## src/rtl/vseq_pkg.sv

```systemverilog
package vseq_pkg;

  typedef enum logic [2:0] {
    MODE_CH1  = 3'd0,
    MODE_CH2  = 3'd1,
    MODE_SUM  = 3'd2,
    MODE_XY   = 3'd3,
    MODE_ALT  = 3'd4,
    MODE_CHOP = 3'd5
  } viewMode_e;

  typedef enum logic [1:0] {
    TRIG_FOLLOW  = 2'd0,
    TRIG_LOCK1   = 2'd1,
    TRIG_LOCK2   = 2'd2,
    TRIG_FOLLOW2 = 2'd3
  } trigMode_e;

  // Strobes from control to datapath, valid for one cycle
  typedef struct packed {
    logic       clearSeq;   // restart sequence on channel one
    logic       flipChan;   // swap displayed channel
    logic       startBlank; // (re)load blanking counter
    logic       useToggle;  // switching mode: output follows toggle
    logic [1:0] fixedCode;  // code used in fixed modes
  } seqStrobe_t;

endpackage

```

## src/rtl/vseq_edge.sv

```systemverilog
module vseq_edge (
  input  logic clk,
  input  logic rst,
  input  logic din,
  output logic rise
);
  logic prevQ;

  always_ff @(posedge clk) begin
    if (rst) prevQ <= 1'b0;
    else     prevQ <= din;
  end

  assign rise = din & ~prevQ;
endmodule

```

## src/rtl/vseq_ctrl.sv

```systemverilog
module vseq_ctrl
  import vseq_pkg::*;
(
  input  logic       clk,
  input  logic       rst,
  input  logic [2:0] modeSel,
  input  logic       horizAlt,
  input  logic       sweepGate,
  input  logic       chopTick,
  output seqStrobe_t strb
);
  localparam int NUM_PULSE = 2;

  logic [NUM_PULSE-1:0] pulseIn;
  logic [NUM_PULSE-1:0] pulseRise;
  logic [2:0] prevMode;
  logic       divQ;
  logic       divNext;
  logic       modeChange;
  logic       isAlt;
  logic       isChop;
  logic       gateOk;
  logic       chopOk;

  assign pulseIn = {chopTick, sweepGate};

  for (genvar i = 0; i < NUM_PULSE; i++) begin : g_edge
    vseq_edge uEdge (
      .clk  (clk),
      .rst  (rst),
      .din  (pulseIn[i]),
      .rise (pulseRise[i])
    );
  end

  always_ff @(posedge clk) begin
    if (rst) begin
      prevMode <= modeSel;
      divQ     <= 1'b0;
    end else begin
      prevMode <= modeSel;
      divQ     <= divNext;
    end
  end

  always_comb begin
    modeChange = (modeSel != prevMode);
    isAlt      = (modeSel == MODE_ALT);
    isChop     = (modeSel == MODE_CHOP);
    gateOk     = pulseRise[0] & isAlt & ~modeChange;
    chopOk     = pulseRise[1] & isChop & ~modeChange;

    if (modeChange)             divNext = 1'b0;
    else if (gateOk & horizAlt) divNext = ~divQ;
    else                        divNext = divQ;

    strb.clearSeq   = modeChange;
    strb.flipChan   = chopOk | (gateOk & (~horizAlt | divQ));
    strb.startBlank = chopOk;
    strb.useToggle  = isAlt | isChop;
    strb.fixedCode  = (modeSel <= MODE_XY) ? modeSel[1:0] : 2'b00;
  end
endmodule

```

## src/rtl/vseq_datapath.sv

```systemverilog
module vseq_datapath
  import vseq_pkg::*;
#(
  parameter int BLANK_CYCLES = 4
) (
  input  logic       clk,
  input  logic       rst,
  input  seqStrobe_t strb,
  input  logic [1:0] trigSel,
  output logic [1:0] chanCtl,
  output logic       blank,
  output logic [1:0] trigSrc
);
  localparam int CNT_W = $clog2(BLANK_CYCLES + 1);
  localparam logic [CNT_W-1:0] CNT_LOAD = CNT_W'(BLANK_CYCLES);

  logic             toggleQ;
  logic             toggleNext;
  logic [1:0]       chanQ;
  logic [1:0]       chanNext;
  logic [CNT_W-1:0] cntQ;

  always_comb begin
    toggleNext = strb.clearSeq ? 1'b0 : (toggleQ ^ strb.flipChan);
    chanNext   = strb.useToggle ? {1'b0, toggleNext} : strb.fixedCode;
  end

  always_ff @(posedge clk) begin
    if (rst) begin
      toggleQ <= 1'b0;
      chanQ   <= 2'b00;
      cntQ    <= '0;
    end else begin
      toggleQ <= toggleNext;
      chanQ   <= chanNext;
      if (strb.startBlank)  cntQ <= CNT_LOAD;
      else if (cntQ != '0)  cntQ <= cntQ - 1'b1;
    end
  end

  always_comb begin
    case (trigSel)
      TRIG_LOCK1: trigSrc = 2'b00;
      TRIG_LOCK2: trigSrc = 2'b01;
      default:    trigSrc = chanQ;
    endcase
  end

  assign chanCtl = chanQ;
  assign blank   = (cntQ != '0);
endmodule

```

## src/rtl/vseq_top.sv

```systemverilog
module vseq_top
  import vseq_pkg::*;
#(
  parameter int BLANK_CYCLES = 4
) (
  input  logic       clk,
  input  logic       rst,
  input  logic [2:0] modeSel,
  input  logic       horizAlt,
  input  logic       sweepGate,
  input  logic       chopTick,
  input  logic [1:0] trigSel,
  output logic [1:0] chanCtl,
  output logic       blank,
  output logic [1:0] trigSrc
);
  seqStrobe_t strb;

  vseq_ctrl uCtrl (
    .clk       (clk),
    .rst       (rst),
    .modeSel   (modeSel),
    .horizAlt  (horizAlt),
    .sweepGate (sweepGate),
    .chopTick  (chopTick),
    .strb      (strb)
  );

  vseq_datapath #(.BLANK_CYCLES(BLANK_CYCLES)) uData (
    .clk     (clk),
    .rst     (rst),
    .strb    (strb),
    .trigSel (trigSel),
    .chanCtl (chanCtl),
    .blank   (blank),
    .trigSrc (trigSrc)
  );
endmodule

```

## config.mk

```make
export PLATFORM = sky130hd
export DESIGN_NAME = vseq_top
export DESIGN_NICKNAME = d
export VERILOG_FILES = /design/src/rtl/vseq_pkg.sv /design/src/rtl/vseq_edge.sv /design/src/rtl/vseq_ctrl.sv /design/src/rtl/vseq_datapath.sv /design/src/rtl/vseq_top.sv
export SDC_FILE = /design/constraint.sdc
export NUM_CORES = 1
export LEC_CHECK = 0
export BUFFER_PORTS_ARGS = -buffer_cell sky130_fd_sc_hd__clkbuf_2
export CORE_MARGIN = 1.5
export CORE_UTILIZATION = 34
export CTS_CLUSTER_DIAMETER = 80
export DETAILED_ROUTE_END_ITERATION = 10
export GPL_TIMING_DRIVEN = 0
export PLACE_DENSITY_LB_ADDON = 0.3
export SKIP_LAST_GASP = 1
export SLEW_MARGIN = 0
export SYNTH_ARGS = -nofsm -noshare
export SYNTH_HDL_FRONTEND = slang
export SYNTH_SLANG_ARGS = --single-unit
export TNS_END_PERCENT = 1
```

## constraint.sdc

```tcl
create_clock -name clk -period 5.27 [get_ports clk]
set_clock_uncertainty 0.2 [all_clocks]
set_input_delay 1.054 -clock clk [delete_from_list [all_inputs] [get_ports clk]]
set_output_delay 1.054 -clock clk [all_outputs]
set_load 0.005 [all_outputs]
```

==> flow_metrics.py <==
metrics = {
    "status": {
        "outcome": "finished, final reports clean",
    },
    "setup_path": {
        "cp.arrival_ps": 1880,
        "cp-end-kind": "output port",
        "cp.depth": 5,
        "crit_type": "primary input to output port",
        "regToRegSetupSlack_ps": 3550,
        "cp.required_ps": 4020,
        "crit_top_cell": "clkbuf_2",
        "crit_path_max_fanout": 2,
        "slowest_delay_ps": 330,
        "crit_chain": "clkbuf_2, inv_1, ha_1, mux2_2, clkbuf_2",
        "cp-start-kind": "primary input",
        "worst_path_max_delay_cell": "mux2_2",
        "cp_top_family": "multiplexers",
        "rr_worst_depth": 4,
        "crit_buf_inv": 3,
    },
    "route": {
        "wl_met1_um": 378,
        "firstDrtPassIters": 2,
        "first_iter_violations": 4,
        "wirelength_um": 898,
        "via_per_inst": 4.70,
        "routed.top_layer": "met4",
        "vias": 423,
        "drc": 0,
        "wl_met3_um": 36,
        "wl_met2_um": 474,
        "ant_nets": 0,
        "wl_per_cell_um": 9.98,
    },
    "floorplanning": {
        "core-area_mm2": 0.00149,
        "rows": 14,
        "start_util_pct": 35.7,
        "io_pins": 15,
        "dieWidth_um": 42.5,
        "die_y_um": 42.5,
        "die_area_mm2": 0.00181,
    },
    "pwr": {
        "peakVddDrop_mv": 0.180,
        "power.leakage_nw": 0.301,
        "powerDensity_mw_per_mm2": 343,
        "p_total_uw": 221,
    },
    "timing": {
        "finalSetupViolCount": 0,
        "rsz0062_at_grt": "false",
        "slew_violations": 0,
        "layout_min_cycle_time_ps": 3130,
        "max_freq_mhz": 319,
        "fin_crit_sh_pct": 59.5,
        "setup_tns_ps": 0,
        "hold_viol_final": 0,
        "relSlewSlack_pct": 85.4,
        "tightestPinTransition_ps": 218,
    },
    "clocking": {
        "cts.sinks": 12,
        "clk_path_buf_depth": 2,
        "numCtsBuffers": 3,
        "clock-root-buffer": "clkbuf_4",
        "path_clk_slew_ps": 70,
        "cts_resized": 0,
        "cts_hold_buf": 0,
        "worstSkewPairLatency_ps": 260,
        "post_cts_buffers": 0,
        "cts_max_level": 1,
        "cts_tree": "built",
    },
    "global_routing": {
        "grt_pass1_vias": 421,
        "grt_max_degree": 8,
        "grt_pass1_wl_mm": 1.57,
        "grt_overflow": 0,
        "grt.total_usage_pct": 12.2,
        "antenna_found_initial": 0,
    },
    "placement": {
        "dp_hpwl_um": 737,
        "numPortBuffers": 14,
        "gp_congestion": 0.638,
        "dpl-instance-area_um2": 622,
    },
    "yosys": {
        "synth_xor_area_share_pct": 8.24,
        "yosysMostFrequentCell": "dfxtp_1",
        "yosysWarnings": 0,
        "synth_top_area_cell": "dfxtp_1",
        "async_flop_share_pct": 0,
        "yosysTopAreaCellShare_pct": 45.2,
        "synth_edf_count": 0,
        "synth_area_um2": 532,
        "synth_area_per_cell_um2": 9.33,
        "synthMuxAreaShare_pct": 2.12,
        "ys_types": 22,
        "synth_compound_area_share_pct": 8.24,
        "yosys-top-cells-area": "dfxtp_1 45%, ha_1 9.4%, xor2_1 6.6%, inv_1 5.6%, nor2_1 4.2%",
        "synth_top_family_by_area": "simple AND/OR/NAND/NOR gates",
        "ys_seq_area_share_pct": 45.2,
        "syn_nets": 71,
        "synth_ff_type": "dfxtp_1",
        "synthCells": 57,
        "yosys.area_share.simple_pct": 21.2,
        "synth-adder-area-share_pct": 9.41,
        "synth-seq-cells": 12,
        "ys_top_cells_by_count": "12 x dfxtp_1, 8 x inv_1, 6 x nor2_1, 4 x ha_1, 4 x xor2_1",
    },
    "layout": {
        "area_growth_pct": 21.2,
        "stdcell_area_um2": 644,
        "fin_nets": 90,
        "antennaDiodeCount": 0,
        "drive_gt1_share_pct": 28.4,
    },
    "min_path": {
        "holdCritPathClass": "register to register",
        "hold_depth": 2,
    },
    "run": {
        "max-cap-violations": 0,
    },
}
layer usage:
layer | global-route usage (%) | vias to the layer above
met2 | 21.8 | 8
met3 | 3.88 | 2
met5 | 0 | -
li1 | - | 221
met1 | 11.2 | 192
met4 | 9.38 | 0
worst register-to-register path: cells and delay by family (launching register included):
| family | cells | cell delay (ps) |
|---|---|---|
| simple gates | 2 | 870 |
| compound gates | 1 | 140 |
| flops | 1 | 310 |
| xor+xnor | 1 | 140 |
final timing paths:
path / from / end
min: uCtrl.divQ / uCtrl.divQ
max reg2reg: uCtrl.prevMode[0] / uCtrl.divQ
max: trigSel[0] / trigSrc[0]
min reg2reg: uCtrl.divQ / uCtrl.divQ
cell type report:
type	instances	area, µm²
fill	162	845
inverter	8	30.0
sequential	12	240
tap	16	20.0
timing repair buffer	14	70.1
multi-input combinational	37	262
clock buffer	3	22.5
where the power goes:
part / internal [mW] / switching [mW] / total [mW] / leakage, nW
Sequential: 0.0999 / 0.00433 / 0.104 / 0.0991
Clock: 0.0264 / 0.0280 / 0.0544 / 0.0138
Combinational: 0.0284 / 0.0340 / 0.0624 / 0.188
Total: 0.155 / 0.0663 / 0.221 / 0.301
per-stage QoR:
| step | utilization (%) | setup WS (ps) | instances | hold WS, ps |
|---|---|---|---|---|
| finish | 43.3 | 2140 | 90 | 285 |
| global route | 43.3 | 2110 | 90 | 312 |
| CTS | 43.3 | 2130 | 90 | 290 |
| detailed placement | 41.8 | 2130 | 87 | 279 |
| global placement | 41.8 | 2140 | 87 | 273 |
| floorplan | - | 2330 | 57 | 251 |
flip-flops by register name, indices dropped and copies added (netlist names):
signal	cells
uCtrl.prevMode	3
uData.toggleQ	1
uCtrl.g_edge.uEdge.prevQ	2
uCtrl.divQ	1
uData.cntQ	3
uData.chanCtl	2
cells in the final DEF, fill, tap and decap left out:
master / netlist / layout
nand2b_1: 1 / 1
a21oi_2: 1 / 1
a211oi_1: 1 / 1
a21oi_1: 2 / 2
clkbuf_2: 0 / 14
mux2_2: 1 / 1
or4_2: 1 / 1
or4_4: 1 / 1
and2_1: 2 / 2
xor2_1: 4 / 4
clkbuf_4: 0 / 3
inv_1: 8 / 8
nand2_1: 2 / 2
dfxtp_1: 12 / 12
xnor2_1: 1 / 1
nor2_1: 6 / 6
nor2b_1: 2 / 2
nor3b_1: 1 / 1
ha_1: 4 / 4
o21ai_0: 2 / 2
nor3_1: 2 / 2
or3_1: 1 / 1
o31ai_1: 1 / 1
nand3b_1: 1 / 1
logic make-up (layout without fill, tap and decap cells):
| kind of cell | Yosys count | in the layout |
|---|---|---|
| AO/OA/AOI/OAI | 7 | 7 |
| flip-flops | 12 | 12 |
| XOR/XNOR | 5 | 5 |
| adder cells (fa/ha/maj) | 4 | 4 |
| AND/OR/NAND/NOR | 20 | 20 |
| multiplexers | 1 | 1 |
| buffers and inverters | 8 | 25 |
Note: power is estimated with default switching activity, not from simulation.
